==> src/rtl/seg_vload_pkg.sv <==
package seg_vload_pkg;
    localparam int DATA_W = 64;

    typedef enum logic [2:0] {
        S_IDLE,
        S_SCAN,
        S_ISSUE,
        S_WAIT,
        S_FIN
    } seq_st_e;
endpackage

==> src/rtl/seg_vload_cfgchk.sv <==
module seg_vload_cfgchk #(
    parameter int NUM_VREG = 32
) (
    input  logic [2:0] ew_sel,
    input  logic [2:0] nf_sel,
    input  logic [3:0] group_mul,
    output logic [3:0] nf_cnt,
    output logic       legal
);
    localparam int GROUP_LIM = NUM_VREG / 4;

    logic [7:0] span;

    always_comb begin
        nf_cnt = {1'b0, nf_sel} + 4'd1;
        span   = 8'(nf_cnt) * 8'(group_mul);
        legal  = (ew_sel < 3'd4) && (int'(span) <= GROUP_LIM);
    end
endmodule

==> src/rtl/seg_vload_agen.sv <==
module seg_vload_agen #(
    parameter int ADDR_W = 32,
    parameter int LEN_W  = 5,
    parameter int REG_W  = 5
) (
    input  logic [ADDR_W-1:0] base,
    input  logic [LEN_W-1:0]  elem,
    input  logic [2:0]        field,
    input  logic [3:0]        nf_cnt,
    input  logic [1:0]        ew,
    input  logic [REG_W-1:0]  rd,
    input  logic [3:0]        gmul,
    output logic [ADDR_W-1:0] addr,
    output logic [REG_W-1:0]  dst
);
    localparam int IDX_W = LEN_W + 4;

    logic [IDX_W-1:0] slot;
    logic [6:0]       fofs;

    always_comb begin
        slot = IDX_W'(elem) * IDX_W'(nf_cnt) + IDX_W'(field);
        addr = base + (ADDR_W'(slot) << ew);
        fofs = 7'(field) * 7'(gmul);
        dst  = rd + REG_W'(fofs);
    end
endmodule

==> src/rtl/seg_vload_zext.sv <==
module seg_vload_zext
    import seg_vload_pkg::*;
(
    input  logic [DATA_W-1:0] raw,
    input  logic [1:0]        ew,
    output logic [DATA_W-1:0] val,
    output logic              is_zero
);
    always_comb begin
        case (ew)
            2'd0:    val = {{(DATA_W-8){1'b0}},  raw[7:0]};
            2'd1:    val = {{(DATA_W-16){1'b0}}, raw[15:0]};
            2'd2:    val = {{(DATA_W-32){1'b0}}, raw[31:0]};
            default: val = raw;
        endcase
        is_zero = (val == '0);
    end
endmodule

==> src/rtl/seg_vload_seq.sv <==
module seg_vload_seq
    import seg_vload_pkg::*;
#(
    parameter int  NUM_VREG = 32,
    parameter int  MAX_VL   = 16,
    parameter int  ADDR_W   = 32,
    localparam int REG_W    = $clog2(NUM_VREG),
    localparam int LEN_W    = $clog2(MAX_VL + 1)
) (
    input  logic              clk,
    input  logic              rst_n,
    input  logic              start,
    input  logic [2:0]        ew_sel,
    input  logic [2:0]        nf_sel,
    input  logic [3:0]        group_mul,
    input  logic [ADDR_W-1:0] base_addr,
    input  logic [REG_W-1:0]  dst_base,
    input  logic [LEN_W-1:0]  vl_req,
    input  logic [LEN_W-1:0]  vl_max,
    input  logic [MAX_VL-1:0] elem_mask,
    output logic              busy,
    output logic              rd_req_valid,
    input  logic              rd_req_ready,
    output logic [ADDR_W-1:0] rd_req_addr,
    output logic [1:0]        rd_req_size,
    input  logic              rd_rsp_valid,
    input  logic [DATA_W-1:0] rd_rsp_data,
    output logic              wr_en,
    output logic [REG_W-1:0]  wr_reg,
    output logic [LEN_W-1:0]  wr_elem,
    output logic [DATA_W-1:0] wr_data,
    output logic              done,
    output logic              truncated,
    output logic              illegal,
    output logic [LEN_W-1:0]  vl_out
);
    typedef struct packed {
        seq_st_e           st;
        logic [LEN_W-1:0]  elem;
        logic [2:0]        field;
        logic [LEN_W-1:0]  lim;
        logic [LEN_W-1:0]  vl_res;
        logic              trunc;
        logic              bad;
        logic [1:0]        ew;
        logic [3:0]        nf;
        logic [3:0]        gmul;
        logic [REG_W-1:0]  rd;
        logic [ADDR_W-1:0] base;
        logic [MAX_VL-1:0] mask;
    } seq_t;

    seq_t q, d;

    logic [3:0]        nf_in;
    logic              cfg_ok;
    logic [ADDR_W-1:0] cur_addr;
    logic [REG_W-1:0]  cur_dst;
    logic [DATA_W-1:0] rsp_val;
    logic              rsp_zero;
    logic [MAX_VL-1:0] mask_sh;
    logic [LEN_W-1:0]  lim_in;

    seg_vload_cfgchk #(.NUM_VREG(NUM_VREG)) u_cfg (
        .ew_sel    (ew_sel),
        .nf_sel    (nf_sel),
        .group_mul (group_mul),
        .nf_cnt    (nf_in),
        .legal     (cfg_ok)
    );

    seg_vload_agen #(.ADDR_W(ADDR_W), .LEN_W(LEN_W), .REG_W(REG_W)) u_agen (
        .base   (q.base),
        .elem   (q.elem),
        .field  (q.field),
        .nf_cnt (q.nf),
        .ew     (q.ew),
        .rd     (q.rd),
        .gmul   (q.gmul),
        .addr   (cur_addr),
        .dst    (cur_dst)
    );

    seg_vload_zext u_zext (
        .raw     (rd_rsp_data),
        .ew      (q.ew),
        .val     (rsp_val),
        .is_zero (rsp_zero)
    );

    always_comb begin
        d       = q;
        mask_sh = q.mask >> q.elem;
        lim_in  = (vl_req < vl_max) ? vl_req : vl_max;
        if (lim_in > LEN_W'(MAX_VL)) begin
            lim_in = LEN_W'(MAX_VL);
        end

        case (q.st)
            S_IDLE: begin
                if (start) begin
                    d.elem   = '0;
                    d.field  = '0;
                    d.lim    = lim_in;
                    d.vl_res = vl_req;
                    d.trunc  = 1'b0;
                    d.bad    = !cfg_ok;
                    d.ew     = ew_sel[1:0];
                    d.nf     = nf_in;
                    d.gmul   = group_mul;
                    d.rd     = dst_base;
                    d.base   = base_addr;
                    d.mask   = elem_mask;
                    d.st     = cfg_ok ? S_SCAN : S_FIN;
                end
            end
            S_SCAN: begin
                if (q.elem >= q.lim) begin
                    d.st = S_FIN;
                end else if (!mask_sh[0]) begin
                    d.elem = q.elem + 1'b1;
                end else begin
                    d.st = S_ISSUE;
                end
            end
            S_ISSUE: begin
                if (rd_req_ready) begin
                    d.st = S_WAIT;
                end
            end
            S_WAIT: begin
                if (rd_rsp_valid) begin
                    if (rsp_zero) begin
                        d.trunc  = 1'b1;
                        d.vl_res = q.elem;
                        d.st     = S_FIN;
                    end else if ({1'b0, q.field} == q.nf - 4'd1) begin
                        d.field = '0;
                        d.elem  = q.elem + 1'b1;
                        d.st    = S_SCAN;
                    end else begin
                        d.field = q.field + 1'b1;
                        d.st    = S_ISSUE;
                    end
                end
            end
            S_FIN: begin
                d.st = S_IDLE;
            end
            default: d.st = S_IDLE;
        endcase
    end

    always_ff @(posedge clk or negedge rst_n) begin
        if (!rst_n) begin
            q <= '0;
        end else begin
            q <= d;
        end
    end

    always_comb begin
        busy         = (q.st != S_IDLE);
        rd_req_valid = (q.st == S_ISSUE);
        rd_req_addr  = cur_addr;
        rd_req_size  = q.ew;
        wr_en        = (q.st == S_WAIT) && rd_rsp_valid;
        wr_reg       = cur_dst;
        wr_elem      = q.elem;
        wr_data      = rsp_val;
        done         = (q.st == S_FIN);
        truncated    = q.trunc;
        illegal      = q.bad;
        vl_out       = q.vl_res;
    end
endmodule

==> config.mk <==
export PLATFORM = sky130hd
export DESIGN_NAME = seg_vload_seq
export DESIGN_NICKNAME = d
export VERILOG_FILES = /design/src/rtl/seg_vload_pkg.sv /design/src/rtl/seg_vload_cfgchk.sv /design/src/rtl/seg_vload_agen.sv /design/src/rtl/seg_vload_zext.sv /design/src/rtl/seg_vload_seq.sv
export SDC_FILE = /design/constraint.sdc
export NUM_CORES = 1
export LEC_CHECK = 0
export BUFFER_PORTS_ARGS = -buffer_cell sky130_fd_sc_hd__clkbuf_2
export CORE_ASPECT_RATIO = 0.6
export CORE_MARGIN = 8
export CORE_UTILIZATION = 50
export DETAILED_ROUTE_END_ITERATION = 6
export GPL_ROUTABILITY_DRIVEN = 0
export PLACE_DENSITY_LB_ADDON = 0.08
export RECOVER_POWER = 50
export SLEW_MARGIN = 5
export SYNTH_ARGS = -nofsm -noshare
export SYNTH_HDL_FRONTEND = slang
export SYNTH_SLANG_ARGS = --single-unit
==> constraint.sdc <==
create_clock -name clk -period 6.4 [get_ports clk]
set_clock_uncertainty 0.1 [all_clocks]
set_input_delay 0.96 -clock clk [delete_from_list [all_inputs] [get_ports clk]]
set_output_delay 0.96 -clock clk [all_outputs]
set_load 0.02 [all_outputs]
==> results by group <==
Status
  • Status: finished with violations
  • Failing checks: max-capacitance violations, max-slew violations

STA
  • Fin Setup TNS: 0 ps
  • Fin crit period: 6330 ps
  • RSZ-0062 raised after global routing: true
  • Tightest Pin Transition: approximately 4000 ps
  • Final Hold Fails: 0
  • Slew HR: -1.64
  • Setup ws final: 72.9 ps
  • # setup viols final: 0
  • Tcrit/Tclk final: 0.989
  • Max frequency: 158 MHz
  • Slew Viols, Final: ~110

Drt
  • WL per Instance: approximately 17 um
  • Final WL: between 20000 and 25000 um
  • First-iteration detailed-routing DRC count: between 500 and 600
  • Vias per Instance: about 5.3
  • Drt drc: 0
  • DRT antenna net count: 0
  • DR pass1 iterations: 5
  • Vias: 7168

Synth
  • Syn nets: 1122
  • Mean Syn Cell Area: 8.21 um2
  • Post-Syn Instances: 900
  • Number of synthesized register bits: 86
  • EDFF count, synth: 0
  • Top_reg_cell synth: dfrtp_1
  • Yosys cell types: between 60 and 70
  • Register area share after synthesis: 0.291
  • Synthesis warning total: 0
  • Asr flop ratio synth: 1.00
  • Mapped Area: 7390 um2
  • Synth area leaders: dfrtp_1 (29%), nand2_1 (12%), ha_1 (10%)
  • Leading area contributor after synthesis: dfrtp_1
  • Synth top area share: 0.291

Floorplanning
  • Core area: 14500 um2
  • Initial Util: 0.511
  • Die Ht: 110 um
  • Row cnt: 34
  • Ports: 261
  • Full die area: 19100 um2
  • Die width: 173 um

Layout
  • Footprint of the multi-input gates: 5030 um2
  • Storage element area: 2160 um2
  • Non-filler cells, final: 1346
  • # nets final: 1365
  • Layout cell share with drive strength beyond 1: 0.303
  • Area growth syn-to-layout: 28.2%
  • Final Cell Area: 9480 um2
  • Fillers: 1324
  • Ant diodes: 0

Clocking
  • Worst-Skew Late Latency: 340 ps
  • Clock root buffer: clkbuf_16
  • CTS Sinks: 86
  • Clk pin slew, worst setup/hold paths: 60 ps
  • CTS tree: done
  • Max clock buf depth: 2
  • Cts bufs inserted: 9
  • H-tree depth: 3

Min path
  • Hold Crit Depth: 2
  • Worst Hold Class: flop to flop

Worst setup path
  • R2r setup slk: 2780 ps
  • Worst setup EP type: output port
  • CP startpoint kind: flop
  • Crit Path Max Fanout: 7
  • R2r endpoint: q[77]
  • Worst R2R Start: q[83]
  • Worst R2R Path Depth: 5
  • Required time of the worst setup path: ~5300 ps
  • Crit Path Class: flop to output port
  • CP startpoint: q[58]
  • Critical Path AT: ~5300 ps
  • End of the critical path: rd_req_addr[26]

Placed design
  • Dpl cells: 1320
  • # port buffers: 260
  • Worst slack at placement: -194 ps
  • Post-DP HPWL: 17500 um
  • Placed Instance Area: 8740 um2

Power
  • Worst VDD drop: 0.000200 V
  • Leak: 5.18 nW
  • Power Density: between 400 and 500 nW/um2
  • Pwr Total: 3.93 mW

Global route
  • Initial antenna violation count: 0
  • Largest net degree at the start of global routing: 73
  • Total grt overflow: 0
  • GRT Resource Usage Total: 0.228
  • Number of global-route vias before repair: 6737
  • First-pass GRT wire length: 35600 um

Flow run
  • Maxcap violations: 2
==> registers in the layout (all words and copies together), names as in the netlist <==
| register | count |
|---|---|
| illegal | 1 |
| q | 72 |
| rd_req_size | 2 |
| truncated | 1 |
| vl_out | 5 |
| wr_elem | 5 |
==> metrics by stage <==
| stage | hold slack (ps) | util |
|---|---|---|
| global route | 404 | 0.655 |
| floorplan | 340 | - |
| finish | 371 | 0.655 |
| detailed placement | 361 | 0.604 |
| CTS | 361 | 0.634 |
| global placement | 356 | 0.604 |
==> layout make-up <==
cell class / instances / area share
well taps: 198 / 0.0261
clock inverters: 5 / 0.00872
clock buffers: 11 / 0.0256
flip-flops and latches: 86 / 0.228
repair buffers: 289 / 0.162
inverters: 47 / 0.0186
multi-input cells: 710 / 0.531
==> critical path, stage by stage (launching register included) <==
cell      delay [ps]
dfrtp_2          430
and2_1           150
ha_1             320
ha_4             290
fa_2             460
fa_2             360
a21o_1           190
a21oi_2          160
o21bai_1         110
a21oi_2          200
xor2_2           250
mux2i_1          130
mux2_4           300
ha_4             270
nand4_1          140
a211oi_2         290
o21ai_2          100
a21boi_2         140
buf_6            180
nand3_2           90
xnor2_1          180
buf_4            170
==> kinds of logic after synthesis <==
family	after synthesis	synth area share
buf+inv	105	0.0723
simple gates	442	0.284
flops	86	0.291
fa+ha+maj	80	0.154
compound gates	121	0.111
xor+xnor	49	0.0580
mux	17	0.0303
==> cell usage in the layout (no fill, tap or decap), types with 4 or more instances in the layout <==
master,count
o21ai_1,5
a21oi_1,31
o22a_1,4
mux2i_1,10
nand3_1,16
nor4_1,17
buf_2,4
a221o_1,4
xnor2_1,30
clkbuf_1,21
nor2b_1,14
clkbuf_2,224
ha_1,53
xnor2_2,4
inv_1,45
buf_4,37
or2_1,4
fa_1,16
nor3_1,12
o21ai_0,15
and2_1,44
o31ai_1,6
ha_4,9
clkbuf_16,9
mux4_2,4
xor2_1,13
o21a_1,4
and3_1,44
buf_6,4
nand2_1,225
a21o_1,11
nand2b_1,7
nor2_1,29
a211oi_1,6
a21oi_2,5
dfrtp_1,83
==> how the worst min path moves through the flow <==
stage / start / end
detailed placement: q[2] / q[2]
floorplan: q[10] / q[10]
global placement: q[11] / q[11]
global route: q[0] / q[0]
CTS: rst_n / q[18]
finish: q[2] / q[2]
==> Yosys cell counts, types with 14 or more instances <==
cell / count
clkbuf_1: 28
dfrtp_1: 86
fa_1: 18
inv_1: 46
nor2b_1: 14
xor2_1: 15
and2_1: 46
xnor2_1: 34
nor4_1: 18
and3_1: 44
nand2_1: 227
buf_4: 21
o21ai_0: 16
nand3_1: 20
a21oi_1: 35
ha_1: 62
nor2_1: 31
==> what timing repair did <==
item / CTS / global route
pin swaps: 6 / 31
gates cloned: 0 / 1
hold buffers: 0 / 0
gates resized for setup: 15 / 74
buffers inserted: 5 / 5
setup endpoints to repair: 21 / 23
==> metal layers <==
metal | wire length, um | track usage | vias to the layer above
li1 | - | - | 3519
met1 | 11200 | 0.335 | 3377
met2 | 9900 | 0.342 | 262
met3 | 1640 | 0.0578 | 10
met4 | 120 | 0.0318 | 0
met5 | 0 | 0 | -
==> power by group <==
part | switching (mW) | total (mW) | internal (mW) | leakage (nW)
sequential | 0.249 | 1.04 | 0.791 | 1.07
clock | 0.222 | 0.575 | 0.354 | 0.160
combinational | 1.44 | 2.32 | 0.881 | 3.95
Power figures use the tool's default switching activity.
